File: config.mk
export PLATFORM = sky130hd
export DESIGN_NAME = region_attr_matcher
export DESIGN_NICKNAME = d
export VERILOG_FILES = /design/src/rtl/region_attr_pkg.sv /design/src/rtl/region_attr_ctrl.sv /design/src/rtl/region_attr_dp.sv /design/src/rtl/region_attr_matcher.sv
export SDC_FILE = /design/constraint.sdc
export NUM_CORES = 1
export LEC_CHECK = 0
export ABC_AREA = 1
export BUFFER_PORTS_ARGS = -buffer_cell sky130_fd_sc_hd__buf_2
export CAP_MARGIN = 20
export CORE_ASPECT_RATIO = 1.2
export CORE_MARGIN = 2
export CORE_UTILIZATION = 35
export CTS_CLUSTER_DIAMETER = 150
export CTS_CLUSTER_SIZE = 10
export DETAILED_ROUTE_END_ITERATION = 12
export MAX_ROUTING_LAYER = met4
export PLACE_DENSITY = 0.62
export REMOVE_ABC_BUFFERS = 1
export SLEW_MARGIN = 20
export SYNTH_ARGS = -nofsm -noshare
export SYNTH_HDL_FRONTEND = slang
export SYNTH_HIERARCHICAL = 1
export SYNTH_SLANG_ARGS = --single-unit
File: constraint.sdc
create_clock -name clk -period 5.7 [get_ports clk]
set_input_delay 0 -clock clk [delete_from_list [all_inputs] [get_ports clk]]
set_output_delay 0 -clock clk [all_outputs]
set_load 0.05 [all_outputs]
File: src/rtl/region_attr_pkg.sv
package region_attr_pkg;

  localparam int ADDR_W   = 32;
  localparam int SUB_BITS = 3;
  localparam int SUB_CNT  = 1 << SUB_BITS;
  localparam int MIN_SIZE = 7;

  localparam int EN_BIT   = 0;
  localparam int SIZE_LO  = 1;
  localparam int SIZE_HI  = 5;
  localparam int MASK_LO  = 8;
  localparam int MASK_HI  = MASK_LO + SUB_CNT - 1;
  localparam int POL_LO   = 16;
  localparam int POL_HI   = 18;
  localparam int PERM_LO  = 24;
  localparam int PERM_HI  = 26;
  localparam int XN_BIT   = 28;

  localparam logic [31:0] WRITABLE = 32'h1707_FF3F;

  typedef struct packed {
    logic loadCfg;
    logic regionLive;
  } ctrl_strobe_t;

endpackage

File: src/rtl/region_attr_ctrl.sv
module region_attr_ctrl
  import region_attr_pkg::*;
#(
  parameter int MinSize = MIN_SIZE
) (
  input  logic         cfgWrEn,
  input  logic         enableBit,
  input  logic [4:0]   sizeCode,
  output ctrl_strobe_t strobe
);

  localparam logic [4:0] MinCode = 5'(MinSize);

  logic sizeLegal;

  always_comb begin
    sizeLegal         = (sizeCode >= MinCode);
    strobe.loadCfg    = cfgWrEn;
    strobe.regionLive = enableBit && sizeLegal;
  end

endmodule

File: src/rtl/region_attr_dp.sv
module region_attr_dp
  import region_attr_pkg::*;
#(
  parameter int AddrW   = ADDR_W,
  parameter int SubBits = SUB_BITS
) (
  input  logic              clk,
  input  logic              rstN,
  input  ctrl_strobe_t      strobe,
  input  logic [31:0]       cfgWdata,
  input  logic [AddrW-1:0]  baseAddr,
  input  logic [AddrW-1:0]  accAddr,
  input  logic              accFetch,
  output logic [31:0]       cfgWord,
  output logic              hit,
  output logic              subOff,
  output logic              fetchDenied
);

  localparam int SubCnt = 1 << SubBits;
  localparam int IdxW   = $clog2(AddrW + 1) + 1;

  logic [31:0]        cfgReg;
  logic [4:0]         sizeCode;
  logic [IdxW-1:0]    nBits;
  logic [IdxW-1:0]    shiftAmt;
  logic [AddrW-1:0]   keepMask;
  logic [AddrW-1:0]   shifted;
  logic [SubBits-1:0] subIdx;
  logic [SubCnt-1:0]  offMask;
  logic               upperMatch;
  logic               maskedOff;
  logic               xnFlag;
  logic               hitNext;
  logic               subNext;
  logic               denyNext;

  always_ff @(posedge clk) begin
    if (!rstN) begin
      cfgReg <= '0;
    end else if (strobe.loadCfg) begin
      cfgReg <= cfgWdata & WRITABLE;
    end
  end

  assign cfgWord  = cfgReg;
  assign sizeCode = cfgReg[SIZE_HI:SIZE_LO];
  assign offMask  = cfgReg[MASK_HI:MASK_LO];
  assign xnFlag   = cfgReg[XN_BIT];
  assign nBits    = IdxW'(sizeCode) + IdxW'(1);
  assign shiftAmt = nBits - IdxW'(SubBits);

  for (genvar g = 0; g < AddrW; g++) begin : g_keep
    assign keepMask[g] = (IdxW'(g) >= nBits);
  end

  always_comb begin
    upperMatch = (((accAddr ^ baseAddr) & keepMask) == '0);
    shifted    = accAddr >> shiftAmt;
    subIdx     = shifted[SubBits-1:0];
    maskedOff  = offMask[subIdx];
    hitNext    = strobe.regionLive && upperMatch && !maskedOff;
    subNext    = strobe.regionLive && upperMatch && maskedOff;
    denyNext   = hitNext && accFetch && xnFlag;
  end

  always_ff @(posedge clk) begin
    if (!rstN) begin
      hit         <= 1'b0;
      subOff      <= 1'b0;
      fetchDenied <= 1'b0;
    end else begin
      hit         <= hitNext;
      subOff      <= subNext;
      fetchDenied <= denyNext;
    end
  end

endmodule

File: src/rtl/region_attr_matcher.sv
module region_attr_matcher
  import region_attr_pkg::*;
(
  input  logic        clk,
  input  logic        rstN,
  input  logic        cfgWrEn,
  input  logic [31:0] cfgWdata,
  output logic [31:0] cfgRdata,
  input  logic [31:0] baseAddr,
  input  logic [31:0] accAddr,
  input  logic        accFetch,
  output logic        hit,
  output logic        subOff,
  output logic        fetchDenied
);

  ctrl_strobe_t strobe;
  logic [31:0]  cfgWord;

  region_attr_ctrl #(.MinSize(MIN_SIZE)) u_ctrl (
    .cfgWrEn   (cfgWrEn),
    .enableBit (cfgWord[EN_BIT]),
    .sizeCode  (cfgWord[SIZE_HI:SIZE_LO]),
    .strobe    (strobe)
  );

  region_attr_dp #(.AddrW(ADDR_W), .SubBits(SUB_BITS)) u_dp (
    .clk         (clk),
    .rstN        (rstN),
    .strobe      (strobe),
    .cfgWdata    (cfgWdata),
    .baseAddr    (baseAddr),
    .accAddr     (accAddr),
    .accFetch    (accFetch),
    .cfgWord     (cfgWord),
    .hit         (hit),
    .subOff      (subOff),
    .fetchDenied (fetchDenied)
  );

  assign cfgRdata = cfgWord;

endmodule

==> flow_summary.json, run 1 <==
{
  "slew_viol_final": 0,
  "period_share_pct": 59.70,
  "synthToLayoutAreaGrowth_pct": 26.15,
  "yosys.area.top_type": "dfxtp_1",
  "synthTopCellsByArea": "dfxtp_1 16%, nand2_1 13%, nand3_1 11%",
  "drt-pass1-iter-count": 5,
  "p_per_area_nw_per_um2": 197.9,
  "max_freq_mhz": 293.9,
  "die_area_um2": 9116,
  "crit_path_start": "u_dp/cfgWord[1]",
  "clk_path_buf_depth": 2,
  "crit_type": "reg -> reg",
  "relSlewSlack_pct": 49.79,
  "grt_pass1_vias": 3394,
  "grtUsageTotal_pct": 23.24,
  "num_rows": 36,
  "power_uw": 731.1,
  "cts_sinks": 24,
  "placed_cells": 684,
  "setup_tns_ns": 0,
  "vias": 3701,
  "core-area_um2": 8108,
  "cts_tree": "done",
  "drt_iter0_drc": 319,
  "period_needed_ns": 3.403,
  "fin_skew_ns": 0.005640,
  "status": "complete, no violations",
  "r2r_cells": 18,
  "yosysSeqAreaShare_pct": 16.41,
  "setup_violations": 0,
  "synth-main-ff-cell": "dfxtp_1",
  "async_flop_share_pct": 0,
  "crit_required_ns": 5.91,
  "grt_max_degree": 35,
  "crit_fanout": 32,
  "start_util_pct": 36.11,
  "yosysWarningCount": 6,
  "final_cell_mix": "112 x buf_2, 101 x nand2_1, 64 x nand3_1, 59 x nor2_1, 44 x inv_1",
  "postCtsSetupRepairBufs": 0,
  "max-cap-violations": 0,
  "rsz0062_at_grt": "no",
  "drt-vias-per-instance": 5.250,
  "drc": 0,
  "layout.cells.non_filler": 705,
  "synth_cell_types": 43,
  "wl_mm": 10.70,
  "clk_pin_slew_ns": 0.08,
  "gp_congestion": 0.9367,
  "root_buffer": "clkbuf_8",
  "avgSynthCellArea_um2": 5.915,
  "hold_class": "in -> reg",
  "num_io_pins": 135,
  "ir_drop_v": 0.0001855,
  "hold_depth": 3,
  "fin_nets": 716,
  "ant_nets": 0,
  "htreeDepth": 1,
  "clk_latency_ns": 0.27,
  "syn_area_um2": 2928,
  "cts_buffers": 3,
  "grt_antenna_before_repair": 0,
  "die_w_um": 87.49,
  "grt_pass1_wl_mm": 16.53,
  "ys_seq_elements": 24,
  "diodes": 0,
  "wl_per_cell_um": 15.18,
  "portBuffers": 112,
  "hold_violations": 0,
  "synth-edff-count": 0,
  "reg2reg_from": "u_dp/cfgWord[1]",
  "worstMarginPinSlew_ns": 0.7523,
  "crit_arrival_ns": 3.61,
  "synth_top_area_share_pct": 16.41,
  "start_kind": "flip-flop",
  "leakage_nw": 1.899,
  "hp-start": "cfgWdata[3]",
  "drive_above_1_share_pct": 23.77,
  "fp.dieH_um": 104.2,
  "grt_overflow": 0,
  "mostFrequentLayoutCell": "buf_2",
  "end_kind": "flip-flop",
  "dp_hpwl_mm": 8.194,
  "synth_cells": 495,
  "postCtsResizedCells": 0
}
==> power by group <==
group | switching, mW | internal [mW]
Clock | 0.0519 | 0.0617
Combinational | 0.290 | 0.140
Sequential | 0.00967 | 0.178
Total | 0.352 | 0.380
==> layer usage <==
| metal | track usage, % | part of all wire (%) | vias to the layer above |
|---|---|---|---|
| li1 | - | - | 1849 |
| met1 | 30.27 | 43 | 1630 |
| met2 | 37.28 | 46 | 201 |
| met3 | 1.429 | 7.9 | 21 |
| met4 | 9.011 | 3.3 | 0 |
| met5 | - | 0 | - |
==> flip-flops by register name, summed over array words and instances (netlist names) <==
name              cells
u_dp/fetchDenied      1
u_dp/hit              1
u_dp/cfgWord         21
u_dp/subOff           1
==> final timing paths <==
kind / end / slack, ns
worst min-delay path: u_dp/cfgWord[3] / 0.02
worst max register to register: u_dp/fetchDenied / 2.30
worst max-delay path: u_dp/fetchDenied / 2.30
worst min register to register: u_dp/fetchDenied / 0.46
==> metrics by stage <==
step / hold WS [ns] / area, µm² / utilization, % / setup WS (ns)
global placement: 0.2218 / 3468 / 42.78 / 2.393
floorplan: 0.1283 / 2766 / - / 1.072
finish: 0.01633 / 3694 / 45.56 / 2.297
CTS: 0.01274 / 3694 / 45.56 / 2.305
detailed placement: 0.2262 / 3468 / 42.78 / 2.345
global route: 0.02725 / 3694 / 45.56 / 1.906
==> cells by family after synthesis <==
| logic type | after synthesis | share of synthesized area [%] |
|---|---|---|
| adders and majority gates | 5 | 2.137 |
| xor gates and xnor gates | 29 | 9.188 |
| muxes | 1 | 0.3419 |
| buffers and inverters | 77 | 12.69 |
| AOI/OAI and AO/OA | 94 | 18.12 |
| and+or+nand+nor | 264 | 40.98 |
| other | 1 | 0.1281 |
| DFF | 24 | 16.41 |
==> worst max-delay path: stages, from the launching register on <==
cell	delay, ns
dfxtp_1	0.31
buf_4	0.32
clkinv_1	0.15
ha_1	0.37
nand2_1	0.25
inv_1	0.18
nor2_2	0.32
inv_1	0.31
nand3_1	0.17
nand3_1	0.08
nand2_1	0.09
nand2_1	0.06
nand2_2	0.14
nand3_2	0.11
nand2_1	0.08
nand3_1	0.06
nand3_1	0.11
nand3_1	0.11
nor2_1	0.10
==> final cells by class <==
| type | instances | area, µm² |
|---|---|---|
| multi-input cells | 404 | 2113 |
| clock buffers | 4 | 55.05 |
| fillers | 877 | 4414 |
| well taps | 95 | 118.9 |
| flip-flops and latches | 24 | 480.5 |
| inverters | 46 | 172.7 |
| repair buffers | 132 | 753.2 |
==> synthesized netlist by cell type (2+ instances only) <==
cell type,count
nand3b_1,2
nand3_2,3
nand2_1,101
nor2_1,59
nand3_1,64
nand4_1,9
a21oi_1,28
a22oi_1,2
dfxtp_1,24
o211ai_1,5
ha_1,5
buf_6,4
nand2_2,4
o31ai_1,3
nor2_2,8
clkinv_1,2
nor3_1,5
buf_4,13
a31oi_1,5
inv_1,44
a21oi_2,2
xnor2_1,11
xor2_1,16
buf_1,2
o21ai_0,42
nor2_4,2
buf_2,3
clkbuf_1,9
or2_2,3
nand2_4,2
==> repair_timing <==
| action | in CTS | in global routing |
|---|---|---|
| hold buffers | 17 | 0 |
| hold endpoints to repair | 17 | 0 |
| setup endpoints to repair | 0 | 0 |
No activity file was read; power rests on OpenSTA's default activity.
==> run 2: changes to the inputs <==
Settings changed: PLACE_DENSITY 0.62 to 0.64.
Clock period 5.7 ns to 3.1 ns, I/O delays scaled along.
==> run 2 against run 1 <==
Compared with the run above: flip-flop and latch count stayed put; combinational power up 92%; hold slack better by 0.012 ns; worst setup slack worse by 2.0 ns; register-to-register slack worse by 2.0 ns; non-clock buffer count rose by 15; sequential power rose by 83%; core utilization grew 1.7 points; die area is the same; final cell count increased by 2.1%; total power is 97% higher; clock skew down 0.0012 ns.
==> flow_summary.json, run 2 (synthesized netlist as in run 1, its figures left out) <==
{
  "grt_pass1_wl_mm": 16.62,
  "crit_required_ns": 3.27,
  "clk_latency_ns": 0.26,
  "status": "complete, no violations",
  "hold_violations": 0,
  "p_per_area_nw_per_um2": 375.8,
  "crit_fanout": 8,
  "core-area_um2": 8108,
  "cts_sinks": 24,
  "grtUsageTotal_pct": 23.03,
  "combPwrFrac_pct": 57.4,
  "end_kind": "flip-flop",
  "vias": 3797,
  "critPathMostFrequentCell": "inv_1",
  "cp_cell_sequence": "ha_2, xnor2_2, inv_1, nor2_1, xor2_2, inv_1, a21oi_1, o21ai_0, a21oi_1, nand2_1, nand3b_1, nand3_1, inv_1",
  "die_w_um": 87.49,
  "grt_pass1_vias": 3536,
  "start_util_pct": 36.11,
  "ir_drop_v": 0.0003044,
  "num_rows": 36,
  "drt_iter0_drc": 282,
  "critPathMaxStageDelay_ns": 0.41,
  "cp_num_buf_inv": 3,
  "cts_tree": "done",
  "period_share_pct": 90.26,
  "relSlewSlack_pct": 49.95,
  "crit_family": "simple AND/OR/NAND/NOR gates",
  "htreeDepth": 1,
  "grt_max_degree": 35,
  "clk_path_buf_depth": 2,
  "switchingPower_uw": 655.0,
  "fin_ws_ns": 0.3020,
  "synthToLayoutAreaGrowth_pct": 30.98,
  "crit_path_top_delay_cell": "xor2_2",
  "max-cap-violations": 0,
  "worstMarginPinSlew_ns": 0.7499,
  "p_int_uw": 786.2,
  "diodes": 0,
  "period_needed_ns": 2.798,
  "fp.dieH_um": 104.2,
  "largest_register_ffs": 21,
  "final_core_util_pct": 47.30,
  "place_area_um2": 3536,
  "wl_mm": 10.65,
  "drt-vias-per-instance": 5.274,
  "setup_violations": 0,
  "fin_skew_ns": 0.004397,
  "crit_type": "reg -> reg",
  "portBuffers": 112,
  "clk_pin_slew_ns": 0.09,
  "fin_nets": 731,
  "wl_per_cell_um": 14.80,
  "num_io_pins": 135,
  "power_mw": 1.441,
  "place_ws_ns": 0.2482,
  "gp_congestion": 0.9246,
  "seqPwrFrac_pct": 23.9,
  "ant_nets": 0,
  "crit_arrival_ns": 2.96,
  "final_cell_mix": "112 x buf_2, 101 x nand2_1, 64 x nand3_1, 59 x nor2_1, 43 x inv_1",
  "drc": 0,
  "postLayoutCellArea_um2": 3835,
  "start_kind": "flip-flop",
  "hold_class": "in -> reg",
  "grt_antenna_before_repair": 0,
  "dp_hpwl_mm": 8.353,
  "leakage_nw": 1.974,
  "slew_viol_final": 0,
  "cts_buffers": 3,
  "mostFrequentLayoutCell": "buf_2",
  "root_buffer": "clkbuf_8",
  "p_sw_share_pct": 45.45,
  "drt-pass1-iter-count": 5,
  "die_area_um2": 9116,
  "max_freq_mhz": 357.4,
  "drive_above_1_share_pct": 26.08,
  "rsz0062_at_grt": "no",
  "grt_overflow": 0,
  "clockPowerShare_pct": 18.7
}
[run 2: cell types whose count changed in the layout (fill, tap and decap cells not counted), sizes merged]
cell      change
bufinv        +1
clkinvlp      +1
inv           -1
clkbuf        -1
buf          +15
[run 2: repair_timing]
action                                 CTS  global route
hold buffers                            17             0
setup buffers                            0             6
gates resized for setup                  0             4
endpoints found under the hold margin   17             0
setup endpoints to repair                0             3
[run 2: power groups by stage]
stage | clock (mW) | combinational [mW] | sequential, mW
final | 0.270 | 0.827 | 0.344
after global routing | 0.285 | 0.902 | 0.348
after CTS | 0.278 | 0.796 | 0.344
after detailed placement | 0 | 0.776 | 0.351
after global placement | 0 | 0.766 | 0.351
after floorplan | 0 | 0.458 | 0.419
[run 2: through the flow]
step | hold slack, ns | cells | TNS (ns)
after floorplan | 0.1283 | 474 | -4.501
after global placement | 0.2211 | 693 | 0
after detailed placement | 0.2269 | 693 | 0
after CTS | 0.01660 | 714 | 0
after global routing | 0.02665 | 720 | 0
final | 0.02867 | 720 | 0
[run 2: metal layers]
metal  vias to the layer above  GRT usage [%]  part of all wire [%]
li1                       1884              -                     -
met1                      1706          29.65                    43
met2                       187          37.45                    46
met3                        20          2.143                   7.6
met4                         0          7.692                   3.0
met5                         -              -                     0
[run 2: path summary, 6_finish.rpt]
path	start	endpoint	slack, ns	cells past startpoint
max	u_dp/cfgWord[1]	u_dp/hit	0.30	13
min	cfgWdata[2]	u_dp/cfgWord[2]	0.03	3
max reg2reg	u_dp/cfgWord[1]	u_dp/hit	0.30	13
min reg2reg	u_dp/cfgWord[28]	u_dp/fetchDenied	0.46	2
[run 2: area by class of cell]
cell class	count	area, µm²
fillers	864	4273
inverters	46	176.4
multi-input cells	404	2121
clock buffers	3	41.29
repair buffers	147	865.8
flip-flops and latches	24	481.7
clock inverters	1	30.03
well taps	95	118.9
[run 2: worst min-delay path: stages]
cell and delay, ns:
buf_2 0.07, o21ai_0 0.07, a21oi_1 0.10
